===== src/rtl/spi_xe_pkg.sv =====
package spi_xe_pkg;
    localparam int XE_MAX_BYTES = 8;
    localparam int XE_POS_W     = 7;

    typedef enum logic [1:0] {XE_IDLE, XE_XFER, XE_GAP} xe_state_t;

    typedef struct packed {
        logic [1:0] ovr;
        logic       sel;
        logic [3:0] rxc;
        logic [3:0] txc;
    } xe_ctrl_t;

    function automatic logic counts_ok(input logic [3:0] txc, input logic [3:0] rxc);
        return (txc != 4'd0) && (txc <= 4'(XE_MAX_BYTES)) && (rxc <= 4'(XE_MAX_BYTES));
    endfunction

    function automatic logic [7:0] tx_lane(input logic [2:0] k,
                                           input logic [31:0] ao,
                                           input logic [31:0] dat);
        logic [7:0] b;
        case (k)
            3'd0:    b = ao[7:0];
            3'd1:    b = ao[31:24];
            3'd2:    b = ao[23:16];
            3'd3:    b = ao[15:8];
            default: b = dat[{k[1:0], 3'b000} +: 8];
        endcase
        return b;
    endfunction
endpackage


===== src/rtl/spi_xe_divider.sv =====
module spi_xe_divider #(
    parameter int CODE_W = 2
) (
    input  logic              clk,
    input  logic              rst,
    input  logic              run,
    input  logic [CODE_W-1:0] code,
    output logic              tick
);
    localparam int CNT_W = (1 << CODE_W);

    logic [CNT_W-1:0] cnt;
    logic [CNT_W-1:0] half_m1;

    always_comb begin
        half_m1 = (CNT_W'(1) << code) - CNT_W'(1);
        tick    = run && (cnt == half_m1);
    end

    always_ff @(posedge clk) begin
        if (rst || !run || tick) cnt <= '0;
        else                     cnt <= cnt + CNT_W'(1);
    end
endmodule


===== src/rtl/spi_xe_core.sv =====
module spi_xe_core
    import spi_xe_pkg::*;
(
    input  logic        clk,
    input  logic        rst,
    input  logic        start,
    input  logic [3:0]  start_txc,
    input  logic [3:0]  start_rxc,
    input  logic [31:0] ao,
    input  logic [31:0] dat,
    input  logic        tick,
    input  logic        miso,
    output logic        busy,
    output logic        sck,
    output logic        mosi,
    output logic        cs_act,
    output logic        rx_we,
    output logic [2:0]  rx_idx,
    output logic [7:0]  rx_byte
);
    xe_state_t           state;
    logic [XE_POS_W-1:0] bitpos, nb;
    logic [3:0]          txc_q, rxc_q, byte_n, nbyte;
    logic [4:0]          nbytes;
    logic [7:0]          total_m1, lane, lane0;
    logic [6:0]          rsh;
    logic                gapcnt, last, in_rx, next_mosi;

    always_comb begin
        nbytes    = {1'b0, txc_q} + {1'b0, rxc_q};
        total_m1  = {nbytes - 5'd1, 3'b111};
        last      = ({1'b0, bitpos} == total_m1);
        byte_n    = bitpos[6:3];
        in_rx     = (byte_n >= txc_q);
        nb        = bitpos + 7'd1;
        nbyte     = nb[6:3];
        lane      = tx_lane(nbyte[2:0], ao, dat);
        lane0     = tx_lane(3'd0, ao, dat);
        next_mosi = (nbyte < txc_q) ? lane[~nb[2:0]] : 1'b0;
        busy      = (state != XE_IDLE);
        cs_act    = (state == XE_XFER);
    end

    always_ff @(posedge clk) begin
        if (rst) begin
            state  <= XE_IDLE;
            bitpos <= '0;
            sck    <= 1'b0;
            mosi   <= 1'b0;
            rsh    <= '0;
            gapcnt <= 1'b0;
            txc_q  <= '0;
            rxc_q  <= '0;
            rx_we  <= 1'b0;
            rx_idx <= '0;
            rx_byte <= '0;
        end else begin
            rx_we <= 1'b0;
            case (state)
                XE_IDLE: if (start) begin
                    state  <= XE_XFER;
                    bitpos <= '0;
                    txc_q  <= start_txc;
                    rxc_q  <= start_rxc;
                    mosi   <= lane0[7];
                end
                XE_XFER: if (tick) begin
                    if (!sck) begin
                        sck <= 1'b1;
                        rsh <= {rsh[5:0], miso};
                        if (in_rx && (bitpos[2:0] == 3'd7)) begin
                            rx_we   <= 1'b1;
                            rx_byte <= {rsh, miso};
                            rx_idx  <= 3'(byte_n - txc_q);
                        end
                    end else begin
                        sck <= 1'b0;
                        if (last) begin
                            state  <= XE_GAP;
                            gapcnt <= 1'b0;
                            mosi   <= 1'b0;
                        end else begin
                            bitpos <= nb;
                            mosi   <= next_mosi;
                        end
                    end
                end
                XE_GAP: if (tick) begin
                    if (gapcnt) state <= XE_IDLE;
                    else        gapcnt <= 1'b1;
                end
                default: state <= XE_IDLE;
            endcase
        end
    end


    sck_in_window_chk: assert property (@(posedge clk) disable iff (rst)
        sck |-> cs_act);


    legal_start_chk: assert property (@(posedge clk) disable iff (rst)
        $rose(busy) |-> (txc_q != 4'd0 && txc_q <= 4'd8 && rxc_q <= 4'd8));


    release_before_idle_chk: assert property (@(posedge clk) disable iff (rst)
        $fell(busy) |-> !$past(cs_act));
endmodule


===== src/rtl/spi_xact_engine.sv =====
module spi_xact_engine
    import spi_xe_pkg::*;
#(
    parameter int DIV_W = 2
) (
    input  logic        clk,
    input  logic        rst,
    input  logic        reg_wr,
    input  logic [1:0]  reg_addr,
    input  logic [31:0] reg_wdata,
    output logic [31:0] reg_rdata,
    output logic        sck,
    output logic        mosi,
    input  logic        miso,
    output logic [1:0]  cs_n
);
    localparam logic [DIV_W-1:0] DIV_RESET = '1;

    xe_ctrl_t          ctrl_q;
    logic [31:0]       ao_q, dat_q;
    logic [DIV_W-1:0]  div_q;
    logic              busy, tick, cs_act, rx_we, start_req, wr_ok;
    logic [2:0]        rx_idx;
    logic [7:0]        rx_byte;

    always_comb begin
        wr_ok     = reg_wr && !busy;
        start_req = wr_ok && (reg_addr == 2'd0) && reg_wdata[8]
                    && counts_ok(reg_wdata[3:0], reg_wdata[7:4]);
        cs_n[0]   = ~(cs_act & ~ctrl_q.sel);
        cs_n[1]   = ~(cs_act &  ctrl_q.sel);
        case (reg_addr)
            2'd0:    reg_rdata = {11'd0, ctrl_q.ovr, 2'b01, busy, 6'd0,
                                  ctrl_q.sel, 1'b0, ctrl_q.rxc, ctrl_q.txc};
            2'd1:    reg_rdata = ao_q;
            2'd2:    reg_rdata = dat_q;
            default: reg_rdata = 32'(div_q) << 16;
        endcase
    end

    always_ff @(posedge clk) begin
        if (rst) begin
            ctrl_q <= '0;
            ao_q   <= '0;
            dat_q  <= '0;
            div_q  <= DIV_RESET;
        end else begin
            if (wr_ok) begin
                case (reg_addr)
                    2'd0: begin
                        ctrl_q.txc <= reg_wdata[3:0];
                        ctrl_q.rxc <= reg_wdata[7:4];
                        ctrl_q.sel <= reg_wdata[9];
                        ctrl_q.ovr <= reg_wdata[20:19];
                    end
                    2'd1:    ao_q  <= reg_wdata;
                    2'd2:    dat_q <= reg_wdata;
                    default: div_q <= reg_wdata[16 +: DIV_W];
                endcase
            end
            if (rx_we) begin
                if (!rx_idx[2]) dat_q[{rx_idx[1:0], 3'b000} +: 8] <= rx_byte;
                else            ao_q[{rx_idx[1:0], 3'b000} +: 8]  <= rx_byte;
            end
        end
    end

    spi_xe_divider #(.CODE_W(DIV_W)) u_div (
        .clk (clk), .rst (rst), .run (busy), .code (div_q), .tick (tick)
    );

    spi_xe_core u_core (
        .clk (clk), .rst (rst), .start (start_req),
        .start_txc (reg_wdata[3:0]), .start_rxc (reg_wdata[7:4]),
        .ao (ao_q), .dat (dat_q), .tick (tick), .miso (miso),
        .busy (busy), .sck (sck), .mosi (mosi), .cs_act (cs_act),
        .rx_we (rx_we), .rx_idx (rx_idx), .rx_byte (rx_byte)
    );


    cs_exclusive_chk: assert property (@(posedge clk) disable iff (rst)
        $countones(~cs_n) <= 1);


    idle_hold_chk: assert property (@(posedge clk) disable iff (rst)
        (!busy && !start_req) |=> !busy);


    frozen_regs_chk: assert property (@(posedge clk) disable iff (rst)
        (busy && $past(busy)) |-> ($stable(ctrl_q) && $stable(div_q)));
endmodule


===== config.mk =====
export PLATFORM = sky130hd
export DESIGN_NAME = spi_xact_engine
export DESIGN_NICKNAME = d
export VERILOG_FILES = /design/src/rtl/spi_xe_pkg.sv /design/src/rtl/spi_xe_divider.sv /design/src/rtl/spi_xe_core.sv /design/src/rtl/spi_xact_engine.sv
export SDC_FILE = /design/constraint.sdc
export NUM_CORES = 1
export LEC_CHECK = 0
export CAP_MARGIN = 10
export CORE_UTILIZATION = 51
export DETAILED_ROUTE_END_ITERATION = 8
export HOLD_SLACK_MARGIN = 0.05
export PLACE_DENSITY = 0.7
export SLEW_MARGIN = 20
export SYNTH_ARGS = -nofsm -noshare
export SYNTH_HDL_FRONTEND = slang
export SYNTH_SLANG_ARGS = --single-unit

===== constraint.sdc =====
create_clock -name clk -period 5.1 [get_ports clk]
set_input_delay 1.53 -clock clk [delete_from_list [all_inputs] [get_ports clk]]
set_output_delay 1.53 -clock clk [all_outputs]
set_load 0.005 [all_outputs]

* Yosys cells after proc, flatten, opt, wreduce, memory -nomap -nowiden
Index checks and enable logic that the tools add are counted.
Word-level totals: register bits after elaboration 120, word-level logic and storage cells 133
Operators by class: $add $sub $neg 7, magnitude comparators 5, equality and inequality tests 17, reduce and logical (&&, ||, !) cells 30, shift operators 4, bitwise gates (word level) 10, mux-type cells 41
Operators by type and width (count):
- 32-bit two-way mux | 10
- 32-bit one-hot mux with 3 select lines | 1
- 32-bit bitwise mux | 2
- 8-bit one-hot mux with 4 select lines | 1
- 8-bit by 7-bit variable shift with 32-bit output, first input constant | 1
- 32-bit by 6-bit indexed part select with 8-bit output | 1
- 8-bit by 7-bit indexed part select with 32-bit output | 1
- 7-bit two-way mux | 4
- 7-bit one-hot mux with 2 select lines | 1
- 1-bit two-way mux | 12
- 2-bit two-way mux | 6
- 5-bit AND reduction | 2
- 7-bit by 8-bit == test with 1-bit output | 1
- 4-bit <= comparator, second input constant | 2
- 1-bit logical AND | 8
- 2-bit by 1-bit != test with 1-bit output, second input constant | 4
- 2-bit AND reduction | 4
- 4-bit AND reduction | 2
- 7-bit by 1-bit adder with 7-bit output, second input constant | 1
- 5-bit negation with 7-bit output | 1
- 1-bit inverter | 7
- 3-bit by 2-bit == test with 1-bit output, second input constant | 2
- 2-bit != test, second input constant | 3
- 2-bit one-hot mux with 3 select lines | 1
- 28 further kinds | 36

* Depth between registers and ports, before layout
word-level depth 10, mapped depth 13

* Cells and area by module
From an unflattened synthesis, not the netlist that was laid out.
Unflattened totals: cells, all modules 787, area, all modules 6874.1 um^2
By module, submodules not included:
- spi_xact_engine | cells each 464, area each 3998.8 um^2, times used 1
- spi_xe_core | cells each 299, area each 2631.3 um^2, times used 1
- spi_xe_divider | cells each 24, area each 244.0 um^2, times used 1

* Least setup slack after synthesis
No wires, ideal clock.
path type input to output, start input port reg_addr[0], end output port reg_rdata[16], path buffers 2, setup slack 0.907 ns, stages 3, arrival time 2.663 ns, cell sequence clkbuf_1 > buf_1 > mux4_2
Between the ends: cells in the longest elaborated chain, start to end 2
RTL lines:
- start, declared | line spi_xact_engine.sv:9 | input logic [1:0] reg_addr,
- 2-bit == test (tied with other cells) | line spi_xact_engine.sv:32 | case (reg_addr)
- 32-bit one-hot mux with 3 select lines * | line spi_xact_engine.sv:32
- end, declared | line spi_xact_engine.sv:11 | output logic [31:0] reg_rdata,
Mark *: on every way between the ends. The rest lies on a longest branch, timed or not.

* Worst setup path after layout
start input port reg_addr[0], end output port reg_rdata[7]
Same word-level chain as after synthesis.

==> metrics.md <==
| Metric | Value |
|---|---|
| Status | `finished, final reports clean` |
| # nets final | `971` |
| Share of cells above drive strength 1 | `7.826%` |
| Syn Area/Cell | `7.953 um^2` |
| Port Buffers | `73` |
| Crit-path cells | `clkdlybuf4s50_1 > buf_4 > nor2b_2 > buf_12 > nand2_1 > o21ai_0 > clkdlybuf4s50_1` |
| Drt initial violations | `759` |
| Area Overhead vs Synth | `21.98%` |
| Crit path arrival time | `3.30 ns` |
| Worst slew margin | `27.74%` |
| FF-to-FF setup slack | `1.46 ns` |
| Max H-tree Level | `4` |
| Async S/R FF share, synth | `0%` |
| Max Slew Vio Count | `0` |
| Die Span X | `117.9 um` |
| Worst path most repeated cell | `clkdlybuf4s50_1` |
| Final hold violations | `0` |
| Max-cap violation count | `0` |
| Mapped Cells | `861` |
| Crit path capture type | `primary output` |
| GRT overflow | `0` |
| Number of flops mapped to enable cells by yosys | `0` |
| Setup Skew | `0.005425 ns` |
| Sequential area share after synthesis | `35.08%` |
| Final worst-path cycle share | `94.69%` |
| Post-Syn Area | `0.006848 mm^2` |
| Tightest Pin Transition | `1.081 ns` |
| Area after DPL | `0.007692 mm^2` |
| DRC | `0` |
| Total wire length | `22.73 mm` |
| Hold/Removal Path Class | `flip-flop to flip-flop` |
| Main synth FF type | `dfxtp_1` |
| Vias in the first global route | `6591` |
| Starting Density | `53.18%` |
| Synthesized flop and latch total | `120` |
| DRT Pass-1 Iters | `8` |
| Worst-Skew Late Latency | `0.42 ns` |
| # IOs | `74` |
| VDD IR max | `0.2256 mV` |
| Final setup vio count | `0` |
| Largest net degree at the start of global routing | `94` |
| Num CTS Buffers | `17` |
| Final Instance Area | `0.008353 mm^2` |
| Rows | `41` |
| Worst EP required | `3.57 ns` |
| Cts-stage hold buffer count | `0` |
| Avg Vias per Cell | `6.263` |
| Antenna Cells | `0` |
| Final worst setup slack | `0.2709 ns` |
| YS warnings | `0` |
| CP max stage cell | `clkdlybuf4s50_1` |
| Fillers | `1091` |
| Setup Buffers After CTS | `0` |
| Height of the die | `117.9 um` |
| Die area | `0.01389 mm^2` |
| RSZ-0062 raised after global routing | `no` |
| PwrDens | `315.5 mW/mm^2` |
| Setup TNS after final layout | `0 ns` |
| CTS tree | `done` |
| Post-synth cell types | `61` |
| Slowest Stage Delay on Critical Path | `0.53 ns` |
| FMAX | `207.1 MHz` |
| LEAKAGE | `3.219 nW` |
| RD Place Congestion | `0.9234` |
| Avg WL per Cell | `20.82 um` |
| Via count | `6839` |
| Initial antenna violation count | `0` |
| Tmin final | `4.829 ns` |
| Reg clk slew, reported paths | `0.06 ns` |
| Post-placement setup slack | `0.2938 ns` |
| CTS sink count | `120` |
| CTS root buf | `clkbuf_16` |
| Post_cts resized | `0` |
| Clock Path Buffers | `2` |
| Gr usage total | `33.18%` |
| Crit Path Class | `input pin to primary output` |
| Critical path launch point type | `input pin` |
| First-pass GRT wire length | `35.66 mm` |
| Post-DP HPWL | `16.11 mm` |
| Synth Net Count | `925` |
| Critical Path Fanout Max | `32` |
| Post-route ant nets | `0` |
| Core footprint | `0.01288 mm^2` |
-- cell usage in the layout, fill, tap and decap left out, types with 10 or more instances in the layout --
master           count
a21oi_1            104
dfxtp_1            120
mux2i_1             58
nand2_1            179
nand3_1             10
nor2_1              72
inv_1               32
o21ai_0             16
buf_4               21
ha_1                24
a311oi_1            48
nor3_1              11
clkdlybuf4s50_1     72
clkbuf_16           17
a22o_1              19
-- metrics by stage --
stage | util, % | total power [W] | cells | hold WS, ns
2_1_floorplan | - | 0.001183 | 861 | 0.4357
3_3_place_gp | 59.74 | 0.001308 | 1060 | 0.4412
3_5_place_dp | 59.74 | 0.001319 | 1060 | 0.4479
4_1_cts | 64.81 | 0.002635 | 1092 | 0.4553
5_1_grt | 64.87 | 0.002714 | 1092 | 0.4729
6_report | 64.87 | 0.002636 | 1092 | 0.4539
-- cell usage after synthesis (all sizes together) (2+ instances only) --
cell type  count  area [um^2]
a22o          19        166.4
nand4          6        37.54
nand3         11        67.57
buf           10        73.82
nor3          11        55.05
clkbuf        58        217.7
a31oi          4        25.02
fa             2        40.04
or2            4        25.02
and2b          2        15.01
o211ai         3        22.52
a22oi          6        45.04
nor4           2        18.77
xor2           6        52.55
a21oi        104        520.5
o21ai         17        85.08
mux2i         58        580.6
nand2b         2        12.51
inv           32        120.1
and3           5        31.28
a2111oi        4        41.29
and2           3        18.77
or3            2        12.51
mux2           3        33.78
xnor2         10        113.9
a311oi        48        420.4
a21o           2        15.01
nor2b          6        37.54
mux4           5        120.1
nor2          73        276.5
ha            24        300.3
nand2        179        671.9
nor3b          2        15.01
a211oi         2        15.01
a211o          3        26.28
dfxtp        120         2402
a222oi         2        20.02
-- area by class of cell --
class / count / area, um^2 / area share, %
multi-input cells: 641 / 4044 / 48.41
flip-flops and latches: 120 / 2402 / 28.76
clock inverters: 12 / 196.4 / 2.352
clock buffers: 20 / 456.7 / 5.467
well taps: 172 / 215.2 / 2.576
inverters: 32 / 120.1 / 1.438
repair buffers: 95 / 918.4 / 10.99
-- registers in the layout (all words and copies together) (netlist names) --
signal	cells
div_q	2
u_core.rxc_q	4
u_core.rx_idx	3
ctrl_q	11
u_core.txc_q	4
u_core.rx_we	1
dat_q	32
ao_q	32
u_div.cnt	4
u_core.bitpos	7
u_core.gapcnt	1
u_core.sck	1
u_core.rsh	7
u_core.state	2
u_core.rx_byte	8
u_core.mosi	1
-- worst max-delay path: cells and delay by family --
kind / cells / cell delay (ns)
buffers and inverters: 4 / 1.43
AND/OR/NAND/NOR: 2 / 0.22
AO/OA/AOI/OAI: 1 / 0.10
-- logic make-up after synthesis --
family	Yosys count	synth area share, %
simple gates	310	19.17
compound gates	223	21.62
flops	120	35.08
buf+inv	100	6.011
mux	66	10.73
fa+ha+maj	26	4.970
xor+xnor	16	2.430
-- power by group --
part	switching (W)	internal, W
Sequential	0.0000378	0.000972
Clock	0.000440	0.000890
Combinational	0.000166	0.000130
Total	0.000643	0.00199
-- final timing paths --
path               startpoint            to  cells after the start
min                 ctrl_q[0]     ctrl_q[0]                      2
max               reg_addr[0]  reg_rdata[7]                      7
min reg2reg         ctrl_q[0]     ctrl_q[0]                      2
max reg2reg  u_core.bitpos[0]   u_core.mosi                      8
-- per-layer routing --
metal | vias to the layer above | GRT usage (%) | wire length, um
met5 | - | 0 | 0
met4 | 0 | 15.38 | 871
met3 | 77 | 8.527 | 2073
li1 | 3147 | - | -
met1 | 3231 | 42.91 | 9339
met2 | 384 | 51.62 | 10450
(Power assumes the default switching activity.)
